File: src/rtl/regbuf_pkg.sv
// Shared definitions for the registered command buffer.
// Assumes: consumers pass widths as parameters; nothing here holds state.
package regbuf_pkg;

    // Operating mode decoded from the chip selects and the gating enable.
    typedef enum logic [1:0] {
        MODE_RUN  = 2'd0,   // at least one select asserted: capture and check
        MODE_IDLE = 2'd1,   // both selects high, gating off: load, no check
        MODE_LPM  = 2'd2    // both selects high, gating on: hold everything
    } bufmode_t;

    // Number of parity lanes needed to cover a word.
    function automatic int lane_count(input int data_w, input int lane_w);
        return (data_w + lane_w - 1) / lane_w;
    endfunction

endpackage

File: src/rtl/regbuf_capture.sv
// Capture stage: registers the word lane by lane and keeps the parity of the
// last checked word, plus a flag saying a check is due on the next edge.
// Assumes: DATA_W >= 1, LANE_W >= 1; the last lane may be narrower than LANE_W.
module regbuf_capture
    import regbuf_pkg::*;
#(
    parameter int DATA_W = 28,
    parameter int LANE_W = 8
) (
    input  logic              clk,
    input  logic              rst_n,
    input  logic [DATA_W-1:0] din,
    input  bufmode_t          mode,
    output logic [DATA_W-1:0] dout,
    output logic              word_par,
    output logic              chk_due
);

    localparam int LANES = lane_count(DATA_W, LANE_W);

    logic [LANES-1:0] lane_par;
    logic             load_en;
    logic             capture;

    // Load enable: the output register loads in every mode except low-power.
    assign load_en = (mode != MODE_LPM);
    // Capture: only words seen with a select asserted are checked.
    assign capture = (mode == MODE_RUN);

    for (genvar g = 0; g < LANES; g++) begin : g_lane
        localparam int LO = g * LANE_W;
        localparam int HI = ((LO + LANE_W) > DATA_W) ? (DATA_W - 1) : (LO + LANE_W - 1);

        // Lane parity: XOR of this slice of the incoming word.
        always_comb begin
            lane_par[g] = ^din[HI:LO];
        end

        // Lane register: loads the slice unless low-power mode holds it.
        always_ff @(posedge clk) begin
            if (!rst_n) begin
                dout[HI:LO] <= '0;
            end else if (load_en) begin
                dout[HI:LO] <= din[HI:LO];
            end
        end
    end

    // Parity pipeline: keeps the parity of the captured word for the next edge.
    always_ff @(posedge clk) begin
        if (!rst_n) begin
            word_par <= 1'b0;
            chk_due  <= 1'b0;
        end else begin
            chk_due <= capture;
            if (capture) begin
                word_par <= ^lane_par;
            end
        end
    end

endmodule

File: config.mk
export PLATFORM = sky130hd
export DESIGN_NAME = regbuf_capture
export DESIGN_NICKNAME = d
export VERILOG_FILES = /design/src/rtl/regbuf_pkg.sv /design/src/rtl/regbuf_capture.sv
export SDC_FILE = /design/constraint.sdc
export NUM_CORES = 1
export LEC_CHECK = 0
export ABC_AREA = 1
export BUFFER_PORTS_ARGS = -buffer_cell sky130_fd_sc_hd__buf_2
export CORE_MARGIN = 2
export CORE_UTILIZATION = 35
export CTS_CLUSTER_DIAMETER = 100
export CTS_CLUSTER_SIZE = 8
export DETAILED_ROUTE_END_ITERATION = 10
export PLACE_DENSITY = 0.63
export SYNTH_ARGS = -nofsm -noshare
export SYNTH_HDL_FRONTEND = slang
export SYNTH_SLANG_ARGS = --single-unit
File: constraint.sdc
create_clock -name clk -period 3 [get_ports clk]
set_input_delay 0.6 -clock clk [delete_from_list [all_inputs] [get_ports clk]]
set_output_delay 0.6 -clock clk [all_outputs]
set_load 0.01 [all_outputs]
==> results of run 1 <==
worst paths after layout:
check	start	endpoint	cells past startpoint
max reg2reg	dout[14]	dout[14]	2
min reg2reg	dout[7]	dout[7]	2
min	dout[7]	dout[7]	2
max	mode[0]	dout[11]	5
cell families (layout without fill, tap and decap cells):
logic type / Yosys count / after routing / share of synthesized area, %
xor+xnor: 9 / 9 / 4.52
flops: 30 / 30 / 34.4
simple gates: 155 / 155 / 35.4
compound gates: 54 / 54 / 15.5
buf+inv: 47 / 108 / 10.1
placed cells by master, fill, tap and decap left out:
cell      Yosys  routed
xnor2_1       6       6
nor3_1        1       1
nand2_1     123     123
o21ai_0      26      26
dfxtp_1      30      30
a21oi_1      25      25
nand3_2       1       1
buf_2         0      61
nand2_2       5       5
clkbuf_8      0       8
nor2_1       17      17
inv_2         6       6
clkinv_1      1       1
inv_1        32      32
nand3_1       7       7
xor2_1        3       3
o21ai_1       3       3
nor2_4        1       1
routing by layer:
layer	vias up	wire, um
met5	-	0
met4	0	65
met1	796	1900
met3	7	184
li1	1028	-
met2	36	1820
worst max-delay path: stages:
cell and delay [ns]:
buf_2 0.11, nor2_1 0.25, inv_2 0.34, o21ai_0 0.26, a21oi_1 0.06
through the flow:
step	setup WS (ns)	hold slack (ns)
6_report	1.51	0.489
5_1_grt	1.31	0.503
3_5_place_dp	1.20	0.482
2_1_floorplan	1.54	0.511
4_1_cts	1.51	0.496
3_3_place_gp	1.27	0.488
power groups by stage:
stage | logic (mW) | clock network (mW) | registers [mW]
after floorplan | 0.146 | 0 | 0.462
after global placement | 0.240 | 0 | 0.450
after detailed placement | 0.246 | 0 | 0.450
after CTS | 0.247 | 0.393 | 0.441
after global routing | 0.283 | 0.409 | 0.443
final | 0.243 | 0.381 | 0.441
layout make-up:
class	count	area share (%)
Multi-Input combinational cell	218	43.7
Sequential cell	30	27.1
Timing Repair Buffer	61	13.8
Inverter	39	6.61
Clock buffer	8	4.97
Tap cell	67	3.79
sequential cells by signal, indices dropped and copies added, names as in the netlist:
register	flops
dout	28
chk_due	1
word_par	1
==> summary.md, run 1 <==
| Metric | Value |
|---|---|
| Cts bufs inserted | 5 |
| Max Fanout on Critical Path | 53 |
| Post-synth EDFFs | 0 |
| Buffers on Ports | 61 |
| Synth top area share | 34.4% |
| Ys async rst share | 0% |
| ANT nets after route | 0 |
| Largest net degree at the start of global routing | 54 |
| Worst Hold Class | reg -> reg |
| R2R setup slack | 2.32 ns |
| TritonRoute pass-1 iters | 4 |
| Most frequent cells after synthesis | 123 x nand2_1, 32 x inv_1, 30 x dfxtp_1 |
| Clk network pwr share | 35.8% |
| Finished Cell Area | 2210 sq um |
| WL/cell | 9.37 um |
| Initial Util | 36.7% |
| Final period utilization | 49.6% |
| Post-DP HPWL | 3.12 mm |
| Mapped Nets | 327 |
| Register Area | 601 sq um |
| Initial antenna violation count | 0 |
| Vias in the first global route | 1,624 |
| Die area | 5560 sq um |
| Ys flop type | dfxtp_1 |
| Grt peak-use layer | met2 |
| Setup TNS Final | 0 ns |
| Unrepaired setup endpoints after global routing | false |
| Total power | 1.06 mW |
| Inst Count DP | 415 |
| Core Util, Final | 46.6% |
| Netlist cell types | 17 |
| Post-CTS setup buffers | 0 |
| Cts repair resizes | 0 |
| FP Rows | 25 |
| Synthesized cell area | 1740 sq um |
| GRT Residual Overflow | 0 |
| IR drop worst, VDD | 0.214 mV |
| Area growth, synth to finish | 26.9% |
| Total Nets Final | 387 |
| Status | complete, no violations |
| Worst Tran Pin Value | 0.703 ns |
| Data arrival, critical path | 1.63 ns |
| Finish-stage setup viols | 0 |
| Crit Path Class | in -> reg |
| Slew Limit Fails | 0 |
| Global Route Usage Sum | 15.3% |
| Combinational Power Share | 22.9% |
| Count leader, synth | nand2_1 |
| Global routing met3 resource utilization | 4.61% |
| ANT cells | 0 |
| Hold buffer count at CTS | 0 |
| Seq cells post-synth | 30 |
| Startpoint types | input port |
| Worst-Skew Late Latency | 0.28 ns |
| P_int | 0.754 mW |
| Layout Cells excl Fill | 423 |
| Post-route minimum period | 1.49 ns |
| YS warnings | 0 |
| Ports | 62 |
| P_leak | 1.31 nW |
| Global-route wire length before repair | 6.51 mm |
| Number of remaining DRC errors | 0 |
| Die Ht | 74.6 um |
| Via density per instance | 4.41 |
| Worst setup EP type | flip-flop |
| GRT met2 Usage | 24.8% |
| Initial drt markers | 90 |
| Max Freq | 671 MHz |
| Multi-input gate area | 967 sq um |
| Core area | 4750 sq um |
| CTS max path bufs | 2 |
| Post-Syn Instances | 295 |
| CTS tree | done |
| Ratio of cells with drive above 1 in the final layout | 23.0% |
| Total Wirelength | 3.96 mm |
| Flop pwr share | 41.4% |
| Routability congestion estimate | 0.795 |
| Synth area leader | dfxtp_1 |
| Net Sw Frac | 29.2% |
| Sequential share of the synthesized area | 34.4% |
| Relative slew margins | 53.1% |
| Synth top area cells | dfxtp_1 34%, nand2_1 26%, o21ai_0 7.5%, a21oi_1 7.2%, inv_1 6.9% |
| CTS H-tree depth | 2 |
| PwrDens | 481 nW/um^2 |
| Reg clk slew, reported paths | 0.06 ns |
| CTS sink cnt | 30 |
| Placed cell area | 2100 sq um |
| Max capacitance violation total | 0 |
| Die width | 74.6 um |
| Via Count | 1,867 |
| Sw Pwr | 0.311 mW |
| Syn Area/Cell | 5.91 sq um |
| Layout Skew | 0 ns |
| CTS root buffer | clkbuf_8 |
| Met1 GRT Util | 19.1% |
| Critical Path RT | 3.14 ns |
| Fillers | 532 |
| Final count of hold timing violations | 0 |
No activity file was read; power rests on OpenSTA's default activity.
==> run 2: changes to the inputs <==
Clock period 3 ns to 1.5 ns, I/O delays scaled along.
==> run 2 against run 1 <==
- critical path depth rose by 1
- critical path type unchanged
- largest power group unchanged
- count of clock-buffer cells in the layout fell by 1
- final area fell by 1.2%
- clock skew did not move
- critical endpoint is now dout[25]
==> summary.md, run 2 (same netlist as run 1, synthesis figures left out) <==
| Metric | Value |
|---|---|
| TritonRoute pass-1 iters | 4 (unchanged) |
| Vias in the first global route | 1,637 (was 1,624) |
| Status | complete, no violations (unchanged) |
| Worst hold start | mode[1] (was dout[7]) |
| R2r endpoint | dout[15] (was dout[14]) |
| CTS H-tree depth | 2 (unchanged) |
| PwrDens | 909 nW/um^2 (was 481 nW/um^2) |
| Hold buffer count at CTS | 0 (unchanged) |
| Post-route minimum period | 1.16 ns |
| Largest register by flop count | dout (unchanged) |
| Final period utilization | 77.3% |
| Commonest non-fill, non-tap cell in the layout | nand2_1 (unchanged) |
| Total Nets Final | 388 (was 387) |
| Origin of the worst setup path | mode[1] (was mode[0]) |
| Slowest cell on the critical path | inv_2 (unchanged) |
| IR drop worst, VDD | 0.417 mV (was 0.214 mV) |
| Data arrival, critical path | 1.37 ns (was 1.63 ns) |
| FP Rows | 25 (unchanged) |
| Via density per instance | 4.39 (was 4.41) |
| Unrepaired setup endpoints after global routing | false (unchanged) |
| Max Fanout on Critical Path | 53 (unchanged) |
| Worst Tran Pin Value | 0.753 ns (was 0.703 ns) |
| Core area | 4750 sq um (unchanged) |
| Reg clk slew, reported paths | 0.06 ns (about the same) |
| CP Depth | 6 (was 5) |
| CP cell instances | buf_2 > inv_1 > nor2_1 > inv_2 > o21ai_0 > a21oi_1 (was buf_2 > nor2_1 > inv_2 > o21ai_0 > a21oi_1) |
| Routability congestion estimate | 0.783 (was 0.795) |
| Cts repair resizes | 0 (unchanged) |
| Startpoint types | input port (unchanged) |
| R2R cell count | 2 (unchanged) |
| Critical Path RT | 1.71 ns (was 3.14 ns) |
| Die width | 74.6 um (unchanged) |
| WHS Endpoint | chk_due (was dout[7]) |
| Via Count | 1,855 (was 1,867) |
| Cts bufs inserted | 5 (unchanged) |
| Max Freq | 863 MHz |
| Crit path buf inv count | 3 (was 2) |
| Top flop regs | dout x28, chk_due x1, word_par x1 (unchanged) |
| Setup TNS Final | 0 ns (unchanged) |
| ANT cells | 0 (unchanged) |
| Crit-path leading delay family | buffers and inverters (unchanged) |
| ANT nets after route | 0 (unchanged) |
| Buffers on Ports | 61 (unchanged) |
| Commonest cells after routing, fill and taps aside | 123 x nand2_1, 61 x buf_2, 32 x inv_1 (unchanged) |
| Total Wirelength | 4.11 mm (was 3.96 mm) |
| Die Ht | 74.6 um (unchanged) |
| Initial drt markers | 57 (was 90) |
| CTS root buffer | clkbuf_8 (unchanged) |
| P_leak | 1.30 nW (was 1.31 nW) |
| WL/cell | 9.71 um (was 9.37 um) |
| Ports | 62 (unchanged) |
| Largest net degree at the start of global routing | 54 (unchanged) |
| Finish-stage setup viols | 0 (unchanged) |
| Post-DP HPWL | 3.07 mm (was 3.12 mm) |
| CP max stage delay | 0.55 ns (was 0.34 ns) |
| Post-CTS setup buffers | 0 (unchanged) |
| Die area | 5560 sq um (unchanged) |
| Relative slew margins | 49.8% (was 53.1%) |
| CTS sink cnt | 30 (unchanged) |
| Ratio of cells with drive above 1 in the final layout | 22.5% (was 23.0%) |
| Initial Util | 36.7% (unchanged) |
| Finished Cell Area | 2190 sq um (was 2210 sq um) |
| Worst setup EP type | flip-flop (unchanged) |
| Placed cell area | 2110 sq um (was 2100 sq um) |
| Hold depth | 2 (unchanged) |
| CTS tree | done (unchanged) |
| R2R setup slack | 0.83 ns (was 2.32 ns) |
| Worst Hold Class | in -> reg (was reg -> reg) |
| Crit Path Class | in -> reg (unchanged) |
| Worst-Skew Late Latency | 0.28 ns (about the same) |
| GRT Residual Overflow | 0 (unchanged) |
| Initial antenna violation count | 0 (unchanged) |
| Fillers | 516 (was 532) |
| Layout Skew | 0 ns (unchanged) |
| Reg-to-reg critical path startpoint | dout[15] (was dout[14]) |
| Global-route wire length before repair | 6.69 mm (was 6.51 mm) |
| Final count of hold timing violations | 0 (unchanged) |
| Max capacitance violation total | 0 (unchanged) |
| Max reg flops | 28 (unchanged) |
| Global Route Usage Sum | 15.6% (was 15.3%) |
| Area growth, synth to finish | 25.4% (was 26.9%) |
| Slew Limit Fails | 0 (unchanged) |
| CTS max path bufs | 2 (unchanged) |
| Number of remaining DRC errors | 0 (unchanged) |
run 2: per-stage QoR:
step | util (%) | hold WS, ns | worst slack [ns] | power [mW] | std cells
floorplan | - | 0.377 | 0.339 | 1.22 | 295
finish | 46.0 | 0.211 | 0.341 | 1.99 | 423
detailed placement | 44.4 | 0.469 | 0.0508 | 1.39 | 416
global placement | 44.4 | 0.461 | 0.0827 | 1.38 | 416
global route | 46.0 | 0.208 | 0.104 | 2.12 | 423
CTS | 46.0 | 0.206 | 0.345 | 2.02 | 423
run 2: layout make-up:
cell class                      instances  area, sq um  share of cell area (%)
Multi-Input combinational cell        218          967                    44.2
Sequential cell                        30          601                    27.5
Timing Repair Buffer                   62          313                    14.3
Inverter                               39          146                    6.69
Tap cell                               67         83.8                    3.83
Clock buffer                            7         76.3                    3.49
run 2: worst max-delay path by stage:
stage | end | slack, ns
after floorplan | word_par | 0.34
after global placement | dout[8] | 0.08
after CTS | dout[25] | 0.34
final | dout[25] | 0.34
after detailed placement | dout[25] | 0.05
after global routing | dout[9] | 0.10
run 2: metal layers:
layer | share of wire [%] | track usage, % | vias to the layer above | wire, um
li1 | - | - | 1031 | -
met1 | 48 | 18.9 | 779 | 1990
met2 | 45 | 26.3 | 38 | 1840
met3 | 5.1 | 4.20 | 7 | 211
met4 | 1.8 | 6.35 | 0 | 73
met5 | 0 | 0 | - | 0
run 2: power by group:
part / internal, mW / switching (mW) / total (mW)
registers: 0.855 / 0.0259 / 0.881
clock network: 0.319 / 0.297 / 0.616
logic: 0.191 / 0.300 / 0.491
total: 1.36 / 0.623 / 1.99
==> run 3: changes to the inputs <==
Settings changed: ABC_AREA 1 to 0, PLACE_DENSITY 0.63 to 0.68.
Clock period 1.5 ns to 0.99 ns, I/O delays scaled along.
==> run 3 against run 2 <==
- the flow now finishes with violations (negative setup slack)
- register-to-register slack worse by 0.47 ns
- clock skew stayed put
- core utilization is 9.2 points higher
- final area is 7.7% lower
- count of clock-buffer cells in the layout is 1 lower
- clock power is 50% higher
- sequential share of layout area is 2.3 points higher
- global-route usage is 0.45 points higher
- die area is 22% lower
- critical path depth stayed put
- wire length is 24% lower
==> summary.md, run 3 <==
| Metric | Value |
|---|---|
| Final count of hold timing violations | 0 (unchanged) |
| Buffers on Ports | 61 (unchanged) |
| Die area | 4350 sq um (was 5560 sq um) |
| Grt peak-use layer | met2 (unchanged) |
| Data arrival, critical path | 1.37 ns (about the same) |
| CP max stage delay | 0.44 ns (was 0.55 ns) |
| Total Nets Final | 259 (was 388) |
| CTS sink cnt | 30 (unchanged) |
| Largest net degree at the start of global routing | 23 (was 54) |
| Die Ht | 65.9 um (was 74.6 um) |
| Most frequent cells after synthesis | 56 x nand2_1, 30 x dfxtp_1, 28 x a21boi_0 (was 123 x nand2_1, 32 x inv_1, 30 x dfxtp_1) |
| Crit-path leading delay family | XOR/XNOR gates (was buffers and inverters) |
| Finished Cell Area | 2020 sq um (was 2190 sq um) |
| Synth Area in Compound Gates | 16.4% (was 15.5%) |
| Initial antenna violation count | 0 (unchanged) |
| Top flop regs | dout x28, chk_due x1, word_par x1 (unchanged) |
| CP cell instances | buf_6 > xnor2_4 > xnor2_2 > xnor3_1 > xnor3_1 > a21oi_1 (was buf_2 > inv_1 > nor2_1 > inv_2 > o21ai_0 > a21oi_1) |
| GRT Residual Overflow | 0 (unchanged) |
| Seq cells post-synth | 30 (unchanged) |
| Commonest cells after routing, fill and taps aside | 56 x nand2_1, 54 x buf_2, 30 x dfxtp_1 (was 123 x nand2_1, 61 x buf_2, 32 x inv_1) |
| Max Freq | 854 MHz |
| XOR/XNOR Fraction of Synth Area | 18.9% (was 4.52%) |
| Post-synth EDFFs | 0 (unchanged) |
| Global-route wire length before repair | 5.30 mm (was 6.69 mm) |
| Hold depth | 3 (was 2) |
| Area growth, synth to finish | 50.4% (was 25.4%) |
| Reg clk slew, reported paths | 0.05 ns (was 0.06 ns) |
| R2R cell count | 2 (unchanged) |
| Worst Tran Pin Value | 0.257 ns (was 0.753 ns) |
| Die width | 65.9 um (was 74.6 um) |
| CTS max path bufs | 2 (unchanged) |
| Most used cell, CP | xnor3_1 |
| Slowest cell on the critical path | xnor3_1 (was inv_2) |
| PwrDens | 1500 nW/um^2 (was 909 nW/um^2) |
| Cts bufs inserted | 5 (unchanged) |
| Register Area | 601 sq um (unchanged) |
| Post-CTS setup buffers | 0 (unchanged) |
| Mapped Nets | 186 (was 327) |
| WL/cell | 11.4 um (was 9.71 um) |
| Ys flop type | dfxtp_1 (unchanged) |
| Largest register by flop count | dout (unchanged) |
| Syn Area/Cell | 8.72 sq um (was 5.91 sq um) |
| Main combinational cell family by area after synthesis | XOR/XNOR gates (was simple AND/OR/NAND/NOR gates) |
| ANT cells | 0 (unchanged) |
| Max reg flops | 28 (unchanged) |
| Met1 GRT Util | 17.8% (was 18.9%) |
| Max Fanout on Critical Path | 2 (was 53) |
| Initial Util | 36.7% (about the same) |
| Startpoint types | input port (unchanged) |
| Finish-stage setup viols | 1 (was 0) |
| Post-DP HPWL | 2.31 mm (was 3.07 mm) |
| Routability congestion estimate | 0.725 (was 0.783) |
| Initial drt markers | 30 (was 57) |
| Sequential share of the synthesized area | 44.7% (was 34.4%) |
| Synth area leader | dfxtp_1 (unchanged) |
| Unrepaired setup endpoints after global routing | true (was false) |
| Synthesized cell area | 1340 sq um (was 1740 sq um) |
| Mux contribution to synthesized area | 0% (unchanged) |
| Vias in the first global route | 1,232 (was 1,637) |
| Relative slew margins | 82.7% (was 49.8%) |
| Commonest non-fill, non-tap cell in the layout | nand2_1 (unchanged) |
| YS warnings | 0 (unchanged) |
| Worst-Skew Late Latency | 0.27 ns (was 0.28 ns) |
| Post-synthesis adder-cell area fraction | 0% (unchanged) |
| Max capacitance violation total | 0 (unchanged) |
| Post-layout worst setup margin | -0.181 ns (was 0.341 ns) |
| Crit path buf inv count | 1 (was 3) |
| CTS root buffer | clkbuf_8 (unchanged) |
| TritonRoute pass-1 iters | 4 (unchanged) |
| Crit Path Class | in -> reg (unchanged) |
| Hold buffer count at CTS | 0 (unchanged) |
| Global Route Usage Sum | 16.1% (was 15.6%) |
| Placed cell area | 1860 sq um (was 2110 sq um) |
| Ports | 62 (unchanged) |
| Critical Path RT | 1.19 ns (was 1.71 ns) |
| Via density per instance | 4.50 (was 4.39) |
| CP Depth | 6 (unchanged) |
| Final period utilization | 118% |
| Failing checks | negative setup slack |
| Slew Limit Fails | 0 (unchanged) |
| Post-Syn Instances | 154 (was 295) |
| Layout Skew | 0 ns (unchanged) |
| ANT nets after route | 0 (unchanged) |
| Via Count | 1,234 (was 1,855) |
| Core Util, Final | 55.2% (was 46.0%) |
| P_leak | 0.970 nW (was 1.30 nW) |
| Total power | 3.04 mW (was 1.99 mW) |
| Count leader, synth | nand2_1 (unchanged) |
| Core area | 3660 sq um (was 4750 sq um) |
| Global routing met3 resource utilization | 4.09% (was 4.20%) |
| Worst setup EP type | flip-flop (unchanged) |
| FP Rows | 22 (was 25) |
| Ratio of cells with drive above 1 in the final layout | 39.8% (was 22.5%) |
| Multi-input gate area | 785 sq um (was 967 sq um) |
| Worst Hold Class | in -> reg (unchanged) |
| Ys async rst share | 0% (unchanged) |
| Fillers | 341 (was 516) |
| Total Wirelength | 3.13 mm (was 4.11 mm) |
| GRT met2 Usage | 28.9% (was 26.3%) |
| Hold_ws | 0.187 ns (was 0.211 ns) |
| IR drop worst, VDD | 0.921 mV (was 0.417 mV) |
| Simple-Gate Fraction of Synth Area | 17.3% (was 35.4%) |
| Post-route minimum period | 1.17 ns |
| CTS tree | done (unchanged) |
| Synth top area share | 44.7% (was 34.4%) |
| Netlist cell types | 16 (was 17) |
| Synth top area cells | dfxtp_1 45%, a21boi_0 16%, nand2_1 16%, xnor2_1 13%, xnor3_1 3.4% (was dfxtp_1 34%, nand2_1 26%, o21ai_0 7.5%, a21oi_1 7.2%, inv_1 6.9%) |
| Number of remaining DRC errors | 0 (unchanged) |
| Status | finished, violations left (was complete, no violations) |
| CTS H-tree depth | 2 (unchanged) |
run 3: cell count changes after synthesis, moves of 14 or more:
cell	previous run	this run
nor2_1	17	1
xnor2_1	6	20
o21ai_0	26	1
inv_1	32	0
a21boi_0	0	28
nand2_1	123	56
a21oi_1	25	1
run 3: stage by stage:
step           setup TNS [ns]  setup slack, ns  instances
3_5_place_dp           -0.605           -0.511        268
3_3_place_gp           -0.480           -0.480        268
4_1_cts                -0.201           -0.201        274
6_report               -0.181           -0.181        274
2_1_floorplan          -0.228           -0.228        154
5_1_grt                -0.237           -0.237        274
run 3: path summary, 6_finish.rpt:
kind                 start       end  slack, ns
setup reg to reg  word_par  word_par       0.36
hold reg to reg    dout[8]   dout[8]       0.46
hold / removal     din[12]  dout[12]       0.19
setup / recovery   din[20]  word_par      -0.18
run 3: power breakdown:
part           internal, mW  total, mW  switching (mW)  leakage, nW
combinational         0.465      0.790           0.326        0.679
sequential             1.29       1.32          0.0365        0.249
clock                 0.534      0.921           0.387       0.0431
run 3: worst min-delay path, delay by kind of cell:
kind,cells,cell delay [ns]
AND/OR/NAND/NOR,1,0.04
AO/OA/AOI/OAI,1,0.06
buffers and inverters,1,0.10
run 3: layout make-up:
| type | instances | share of cell area (%) |
|---|---|---|
| well taps | 48 | 2.97 |
| repair buffers | 75 | 24.3 |
| flip-flops and latches | 30 | 29.7 |
| clock buffers | 6 | 4.09 |
| multi-input cells | 115 | 38.8 |
run 3: cell families (layout without fill, tap and decap cells):
kind of cell	after synthesis	in the layout
XOR/XNOR	25	25
buffers and inverters	9	81
AO/OA/AOI/OAI	30	30
flip-flops	30	30
AND/OR/NAND/NOR	60	60
run 3: metal layers:
layer / vias up / routed length [um] / part of all wire [%]
met4: 0 / 48 / 1.5
met2: 35 / 1570 / 50
met1: 563 / 1350 / 43
met3: 5 / 164 / 5.2
met5: - / 0 / 0
li1: 631 / - / -
run 3: what timing repair did:
action	CTS	global route
pin swaps	3	5
gates resized for setup	6	11
endpoints found under the setup margin	1	1
endpoints found under the hold margin	0	0
